[src/rtl/rdout_pkg.sv]
package rdout_pkg;
  localparam int unsigned BYTE_W     = 8;
  localparam int unsigned DATA_BYTES = 3;
  localparam int unsigned DATA_W     = BYTE_W * DATA_BYTES;
  localparam int unsigned FRAME_W    = DATA_W + BYTE_W;
  localparam int unsigned IDX_W      = $clog2(FRAME_W);
  localparam logic [BYTE_W-1:0] CHECK_SEED = 8'h5B;

  typedef enum logic [2:0] {
    ST_EMPTY,
    ST_UPDATE,
    ST_READY,
    ST_READ,
    ST_STANDBY
  } port_state_e;

  // Seeded modulo-256 sum of the result bytes
  function automatic logic [BYTE_W-1:0] seeded_sum(input logic [DATA_W-1:0] d);
    logic [BYTE_W-1:0] acc;
    acc = CHECK_SEED;
    for (int i = 0; i < int'(DATA_BYTES); i++) begin
      acc = acc + d[i*BYTE_W +: BYTE_W];
    end
    return acc;
  endfunction

  // Check byte: sum bits 6..1 framed by forced ones
  function automatic logic [BYTE_W-1:0] check_byte(input logic [DATA_W-1:0] d);
    logic [BYTE_W-1:0] s;
    s = seeded_sum(d);
    return {1'b1, s[BYTE_W-2:1], 1'b1};
  endfunction
endpackage

[src/rtl/sclk_sync.sv]
module sclk_sync #(
  parameter int unsigned STAGES = 2
) (
  input  logic clk,
  input  logic rst_n,
  input  logic sclk_in,
  output logic sclk_lvl,
  output logic sclk_rise
);
  logic [STAGES:0] pipe_q;

  always_ff @(posedge clk or negedge rst_n) begin
    if (!rst_n) pipe_q <= '0;
    else        pipe_q <= {pipe_q[STAGES-1:0], sclk_in};
  end

  assign sclk_lvl  = pipe_q[STAGES-1];
  assign sclk_rise = pipe_q[STAGES-1] & ~pipe_q[STAGES];

  // one host edge yields a single shift event
  assert_single_rise_R3: assert property (@(posedge clk) disable iff (!rst_n)
    sclk_rise |=> !sclk_rise);
endmodule

[src/rtl/frame_shifter.sv]
module frame_shifter
  import rdout_pkg::*;
(
  input  logic              clk,
  input  logic              rst_n,
  input  logic              load_en,
  input  logic [DATA_W-1:0] load_data,
  input  logic              shift_en,
  output logic              cur_bit
);
  logic [DATA_W-1:0]  shadow_q;
  logic [IDX_W-1:0]   idx_q;
  logic [FRAME_W-1:0] frame;
  logic               idx_last;

  assign frame    = {shadow_q, check_byte(shadow_q)};
  assign idx_last = (idx_q == IDX_W'(FRAME_W - 1));
  assign cur_bit  = frame[IDX_W'(FRAME_W - 1) - idx_q];

  always_ff @(posedge clk or negedge rst_n) begin
    if (!rst_n) begin
      shadow_q <= '0;
      idx_q    <= '0;
    end else if (load_en) begin
      shadow_q <= load_data;
      idx_q    <= '0;
    end else if (shift_en) begin
      idx_q <= idx_last ? '0 : idx_q + 1'b1;
    end
  end

  // the frame wraps to its first bit
  assert_wrap_R5: assert property (@(posedge clk) disable iff (!rst_n)
    (shift_en && !load_en && idx_last) |=> (idx_q == '0));
  // the held result only changes on an accepted load
  assert_hold_R8: assert property (@(posedge clk) disable iff (!rst_n)
    !load_en |=> $stable(shadow_q));
endmodule

[src/rtl/readout_ctrl.sv]
module readout_ctrl
  import rdout_pkg::*;
#(
  parameter int unsigned SETTLE_UPDATES = 4
) (
  input  logic clk,
  input  logic rst_n,
  input  logic conv_valid,
  input  logic sclk_lvl,
  input  logic sclk_rise,
  input  logic cur_bit,
  output logic load_en,
  output logic shift_en,
  output logic dout_q,
  output logic standby_q,
  output logic restart_q
);
  localparam int unsigned CNT_W = $clog2(SETTLE_UPDATES + 1);
  localparam logic [CNT_W-1:0] SETTLE_RELOAD = CNT_W'(SETTLE_UPDATES - 1);

  port_state_e      st_q, st_d;
  logic [CNT_W-1:0] settle_q, settle_d;
  logic             dout_d, restart_d;

  always_comb begin
    st_d      = st_q;
    settle_d  = settle_q;
    dout_d    = dout_q;
    restart_d = 1'b0;
    load_en   = 1'b0;
    shift_en  = 1'b0;
    if (st_q == ST_STANDBY) begin
      if (!sclk_lvl) begin
        st_d      = ST_EMPTY;
        restart_d = 1'b1;
        settle_d  = SETTLE_RELOAD;
      end
    end else if (conv_valid) begin
      dout_d = 1'b1;
      if (sclk_lvl) begin
        st_d = ST_STANDBY;
      end else if (settle_q != '0) begin
        settle_d = settle_q - 1'b1;
        st_d     = ST_EMPTY;
      end else begin
        load_en = 1'b1;
        st_d    = ST_UPDATE;
      end
    end else begin
      case (st_q)
        ST_UPDATE: begin
          st_d   = ST_READY;
          dout_d = 1'b0;
        end
        ST_READY, ST_READ: begin
          if (sclk_rise) begin
            shift_en = 1'b1;
            dout_d   = cur_bit;
            st_d     = ST_READ;
          end
        end
        default: ;
      endcase
    end
  end

  always_ff @(posedge clk or negedge rst_n) begin
    if (!rst_n) begin
      st_q      <= ST_EMPTY;
      settle_q  <= '0;
      dout_q    <= 1'b1;
      restart_q <= 1'b0;
    end else begin
      st_q      <= st_d;
      settle_q  <= settle_d;
      dout_q    <= dout_d;
      restart_q <= restart_d;
    end
  end

  assign standby_q = (st_q == ST_STANDBY);

  // a waiting result is flagged by a low line
  assert_ready_low_R2: assert property (@(posedge clk) disable iff (!rst_n)
    (st_q == ST_READY) |-> !dout_q);
  // a strobe with the clock high never loads the result
  assert_no_load_high_R7: assert property (@(posedge clk) disable iff (!rst_n)
    (conv_valid && sclk_lvl) |-> !load_en);
endmodule

[src/rtl/sdo_ready_port.sv]
module sdo_ready_port
  import rdout_pkg::*;
#(
  parameter int unsigned SYNC_STAGES    = 2,
  parameter int unsigned SETTLE_UPDATES = 4
) (
  input  logic              clk,
  input  logic              rst_n,
  input  logic              conv_valid,
  input  logic [DATA_W-1:0] conv_data,
  input  logic              sclk_in,
  output logic              dout_rdy_n,
  output logic              standby,
  output logic              restart_req
);
  logic sclk_lvl, sclk_rise;
  logic load_en, shift_en, cur_bit;

  sclk_sync #(.STAGES(SYNC_STAGES)) u_sync (
    .clk(clk), .rst_n(rst_n), .sclk_in(sclk_in),
    .sclk_lvl(sclk_lvl), .sclk_rise(sclk_rise)
  );

  frame_shifter u_shift (
    .clk(clk), .rst_n(rst_n), .load_en(load_en), .load_data(conv_data),
    .shift_en(shift_en), .cur_bit(cur_bit)
  );

  readout_ctrl #(.SETTLE_UPDATES(SETTLE_UPDATES)) u_ctrl (
    .clk(clk), .rst_n(rst_n), .conv_valid(conv_valid),
    .sclk_lvl(sclk_lvl), .sclk_rise(sclk_rise), .cur_bit(cur_bit),
    .load_en(load_en), .shift_en(shift_en), .dout_q(dout_rdy_n),
    .standby_q(standby), .restart_q(restart_req)
  );

  // standby keeps the line high
  assert_standby_high_R7: assert property (@(posedge clk) disable iff (!rst_n)
    standby |-> dout_rdy_n);
  // restart only on the exit from standby
  assert_restart_exit_R9: assert property (@(posedge clk) disable iff (!rst_n)
    restart_req |-> (!standby && $past(standby)));
  // restart lasts one cycle
  assert_restart_once_R9: assert property (@(posedge clk) disable iff (!rst_n)
    restart_req |=> !restart_req);
endmodule

[config.mk]
export PLATFORM = sky130hd
export DESIGN_NAME = sdo_ready_port
export DESIGN_NICKNAME = d
export VERILOG_FILES = /design/src/rtl/rdout_pkg.sv /design/src/rtl/sclk_sync.sv /design/src/rtl/frame_shifter.sv /design/src/rtl/readout_ctrl.sv /design/src/rtl/sdo_ready_port.sv
export SDC_FILE = /design/constraint.sdc
export NUM_CORES = 1
export LEC_CHECK = 0
export ABC_AREA = 0
export BUFFER_PORTS_ARGS = -buffer_cell sky130_fd_sc_hd__buf_2
export CAP_MARGIN = 20
export CORE_MARGIN = 3
export CORE_UTILIZATION = 60
export DETAILED_ROUTE_END_ITERATION = 10
export PLACE_DENSITY = 0.93
export SYNTH_ARGS = -nofsm -noshare
export SYNTH_HDL_FRONTEND = slang
export SYNTH_SLANG_ARGS = --single-unit
export TNS_END_PERCENT = 30
[constraint.sdc]
create_clock -name clk -period 4.2 [get_ports clk]
set_clock_uncertainty 0.05 [all_clocks]
set_input_delay 0.84 -clock clk [delete_from_list [all_inputs] [get_ports clk]]
set_output_delay 0.84 -clock clk [all_outputs]
set_load 0.02 [all_outputs]
**Word level (Yosys, flattened, before mapping)**

Cells that the tools add are included.

- Flip-flop bits (word level): 40
- Bits of input ports: 28
- Output and inout port bits: 3
- Word-level logic and storage cells: 66

- Add/sub/neg operators: 6
- Order comparisons: 1
- Eq/ne operators: 8
- Multiplexer cells: 30
- Bitwise gates (word level): 4
- Reduce and logical (&&, ||, !) cells: 10

Operators by type and width:

| cell | count |
|---|---|
| two-way mux 3 bit | 10 |
| two-way mux 5 bit | 3 |
| adder 7 bit | 2 |
| two-way mux 1 bit | 14 |
| AND reduction 3 bit | 3 |
| adder 7 bit (first input constant) | 1 |
| == test 3 x 2 -> 1 bit (second input constant) | 2 |
| < comparator 5 x 6 -> 1 bit (second input constant) | 1 |
| case mux 3 bit (2 select lines) | 1 |
| nonzero test 2 bit | 3 |
| nonzero test 3 bit | 2 |
| adder 5 x 1 -> 5 bit (second input constant) | 1 |
| binary-select mux 1 bit (select 5 bit) | 1 |
| == test 5 bit (second input constant) | 1 |
| subtractor 5 bit (first input constant) | 1 |
| inequality test 4 bit (second input constant) | 1 |
| nonzero test 4 bit | 1 |
| == test 3 x 1 -> 1 bit (second input constant) | 1 |
| == test 3 bit (second input constant) | 1 |
| inequality test 3 bit (second input constant) | 1 |
| NOT 1 bit | 3 |
| subtractor 3 x 1 -> 3 bit (second input constant) | 1 |
| inequality test 2 bit (second input constant) | 1 |
| case mux 1 bit (2 select lines) | 1 |
| other kinds (2) | 2 |

**Depth between registers and ports, before layout**

- Word-level depth: 8
- Depth in mapped cells: 13
- Mapped depth without buffers: 13

**Hierarchy**

Synthesis repeated with hierarchy kept, for this count alone.

- Cells, all modules: 234
- Area total of the unflattened synthesis: 2456.1 um2

By module, submodules not included:

| module | instances | cells an instance | area each (um2) | sequential area each (um2) |
|---|---|---|---|---|
| frame_shifter | 1 | 183 | 1900.6 | 725.7 |
| readout_ctrl | 1 | 47 | 466.7 | 201.4 |
| sclk_sync | 1 | 4 | 88.8 | 75.1 |

**Worst setup path before layout**

Ideal clock, no wire load.

- Path type: register to register
- Start point: reg u_shift.shadow_q[1]
- End point: reg u_ctrl.dout_q
- Data arrival time: 2.512 ns
- Data required time: 4.077 ns
- Setup slack: 1.565 ns
- Stages on the path, launching flop included: 14
- Clock period less this slack: 2.635 ns
- Cell sequence: dfrtp_1 > inv_1 > ha_1 > fa_1 > inv_1 > ha_1 > inv_1 > fa_1 > nand2b_1 > a21oi_1 > xnor2_1 > o221ai_1 > o2111ai_1 > a21oi_1

- Cells in the longest elaborated chain, start to end: 8

Ends and longest elaborated chain:

| element | RTL line | source |
|---|---|---|
| start: declaration | frame_shifter.sv:11 | `logic [DATA_W-1:0] shadow_q;` |
| start signal: assignment | frame_shifter.sv:25 | `shadow_q <= load_data;` |
| adder 7 bit (3 in a row) | rdout_pkg.sv:22 | `acc = acc + d[i*BYTE_W +: BYTE_W];` |
| binary-select mux 1 bit (select 5 bit) (*) | frame_shifter.sv:18 | `assign cur_bit = frame[IDX_W'(FRAME_W - 1) - idx_q];` |
| two-way mux 1 bit (implied by the code) (*) | frame_shifter.sv:18 |  |
| two-way mux 1 bit (*) | readout_ctrl.sv:56 | `if (sclk_rise) begin` |
| case mux 1 bit (2 select lines) (*) | readout_ctrl.sv:50 | `case (st_q)` |
| two-way mux 1 bit (*) | readout_ctrl.sv:38 | `end else if (conv_valid) begin` |
| end signal: assignment | readout_ctrl.sv:76 | `dout_q <= dout_d;` |
| end: declaration | readout_ctrl.sv:14 | `output logic dout_q,` |

Mark *: on every way between the ends. The rest lies on a longest branch, timed or not. The select of a mux whose other input is x is not followed.
A chain may end at the register's enable or synchronous reset.

**Worst setup path in the final report**

- Start point: reg u_shift.shadow_q[2]
- End point: reg u_ctrl.dout_q

Same word-level chain as after synthesis.

==> results.yml <==
global_route:
  antenna_found_initial: 0
  grt_start_max_net_pins: 41
  grt_pass1_vias: 1842
  grt_pass1_wl_mm: 8.36
  grt_overflow_total: 0
  groute.usage.overall_pct: 21.3
sta:
  fmax_mhz: 350
  finalHoldViolCount: 0
  min_period_over_period_pct: 68.0
  rsz0062_at_grt: "false"
  maxSlewViolCount: 0
  worstMarginPinSlew_ns: 0.866
  tns_ns: 0
  post-route-min-period_ns: 2.86
  finalSetupViolations: 0
  maxSlewHeadroom_pct: 42.3
  whs_ns: 0.309
layout:
  mostFrequentLayoutCell: "dfrtp_1"
  finalNonFillerCells: 317
  final_nets: 317
  final_cell_mix: "39 x dfrtp_1, 34 x inv_1, 30 x buf_2"
  syn_to_final_growth_pct: 10.2
  fillers: 259
  num_antenna_cells: 0
  final_layout_size_suffix_gt1_share_pct: 19.0
clock_tree:
  htree_levels: 2
  numCtsBuffers: 5
  cts-root-buf: "clkbuf_8"
  cts_tree: "done"
  clk_pin_slew_worst_paths_ns: 0.08
  clk_latency_ns: 0.29
  cts_buffer_depth: 2
  cts_setup_buffers: 0
  ctsHoldBuffers: 0
  cts_resized: 0
  clock-sinks: 40
worst_setup_path:
  arrival_ns: 3.04
  crit_family: "adder cells"
  reg2reg_depth: 11
  critPathKind: "reg -> reg"
  rr_endpoint: "u_ctrl.dout_q"
  slowest_delay_ns: 0.43
  r2r_slack_ns: 1.34
  r2r-start: "u_shift.shadow_q[2]"
  cp-startpoint: "u_shift.shadow_q[2]"
  setup.worst_path.end_class: "register"
  crit_path_start_kind: "register"
  path_max_fanout: 4
  cp_num_buf_inv: 2
  required_ns: 4.38
  critical_path.cell_chain: "inv_1, fa_1, inv_1, fa_1, ha_1, a211oi_1, o21bai_1, a21oi_1, xnor2_1, o2111ai_1, a21oi_1"
  slowest_stage: "fa_1"
power_and_ir_drop:
  p_leak_nw: 1.31
  ir_drop_mv: 0.528
  powerDensity_nw_per_um2: 898
routing:
  vias_per_cell: 5.69
  wl_mm: 4.70
  vias: 1803
  drt_iter0_drc: 57
  post_drt_wl_per_cell_um: 14.8
  drc_errors: 0
  drt_pass1_iterations: 4
  ant_nets: 0
placed_design:
  dp.cells: 309
  io_buffers: 30
  gp_congestion: 0.821
  post-dp-hpwl_mm: 3.59
min_path:
  hold_depth: 0
  hp-class: "reg -> reg"
  hp-start: "u_sync.pipe_q[0]"
  min_to: "u_sync.pipe_q[1]"
floorplan:
  die_height_um: 70.3
  start_util_pct: 64.9
  pin_count: 31
  die_x_um: 70.3
  fp-row-count: 22
  die_area_sq_um: 4950
  coreArea_sq_um: 3830
run_status:
  outcome: "complete, no violations"
synthesis:
  synth-seq-cells: 40
  synth_nets: 290
  syn-cell-area_sq_um: 2480
  synth-seq-area-share_pct: 40.4
  syn_inst: 241
  yosys_warnings: 0
  synth_area_per_cell_sq_um: 10.3
  ys_types: 44
flow_run:
  cap_violations: 0
-- cell families after synthesis --
logic type               Yosys count  share of synthesized area (%)
buffers and inverters             45                           8.56
adder cells (fa/ha/maj)           21                           12.4
AND/OR/NAND/NOR                   58                           12.2
multiplexers                      19                           12.1
flip-flops                        40                           40.4
AO/OA/AOI/OAI                     51                           11.8
XOR/XNOR                           7                           2.47
-- registers in the layout, indices dropped and copies added (netlist names) --
name	count
u_ctrl.restart_q	1
u_sync.pipe_q	3
u_ctrl.dout_q	1
u_ctrl.st_q	3
u_ctrl.settle_q	3
u_shift.idx_q	5
u_shift.shadow_q	24
-- metal layers --
metal / track usage (%) / vias up / share of wire, %
met5: 0 / - / 0
met4: 8.09 / 0 / 2.2
met3: 3.45 / 12 / 4.4
met2: 35.7 / 51 / 50
met1: 27.7 / 868 / 43
li1: - / 872 / -
-- how the worst max path moves through the flow --
stage               endpoint  slack, ns  cells past startpoint
2_1_floorplan  u_ctrl.dout_q       1.57                     13
3_3_place_gp   u_ctrl.dout_q       1.47                     11
3_5_place_dp   u_ctrl.dout_q       1.33                     11
4_1_cts        u_ctrl.dout_q       1.36                     11
5_1_grt        u_ctrl.dout_q       1.15                     11
6_report       u_ctrl.dout_q       1.34                     11
-- synth_stat cells (all sizes together) --
library cell  count  area, sq um
nor2             14         52.6
o31ai             2         20.0
buf               8         73.8
nand2            22         82.6
mux4              7          169
o211ai            1         7.51
o21bai            2         15.0
inv              34          128
nor3b             2         26.3
mux2i             2         20.0
o32a              1         10.0
or2b              1         8.76
a211oi            1         7.51
clkbuf            3         11.3
a21o              1         7.51
nand2b            4         25.0
or3               1         6.26
nand3             4         20.0
mux2             10          113
and3              2         13.8
a31oi             1         6.26
dfstp             1         26.3
nor4b             1         23.8
nor3              2         10.0
nor4bb            1         10.0
o21ai            27          135
o2111ai           1         8.76
dfrtp            39          976
fa                6          120
xnor2             7         61.3
nor2b             3         18.8
o21a              1         7.51
a21oi            12         60.1
nand4             1         6.26
o221ai            1         8.76
ha               15          188
-- power by group --
part | switching, W | internal (W)
Combinational | 0.000774 | 0.000705
Sequential | 0.000119 | 0.000524
Clock | 0.000141 | 0.000194
Total | 0.00103 | 0.00142
-- stage by stage --
stage,total power [W],util [%],setup slack (ns),area (sq um)
after floorplan,0.00178,-,1.57,2480
after global placement,0.00198,68.4,1.47,2620
after detailed placement,0.00211,68.4,1.33,2620
after CTS,0.00247,71.6,1.36,2740
after global routing,0.00271,71.6,1.15,2740
final,0.00246,71.6,1.34,2740
-- final cells by class --
cell class	instances	area, sq um	area share (%)
clock inverter	2	38.8	1.42
tap	48	60.1	2.19
inverter	34	128	4.66
clock buffer	6	82.6	3.02
multi-input combinational	156	1270	46.3
sequential	40	1000	36.6
timing repair buffer	31	158	5.76
Note: power is estimated with default switching activity, not from simulation.
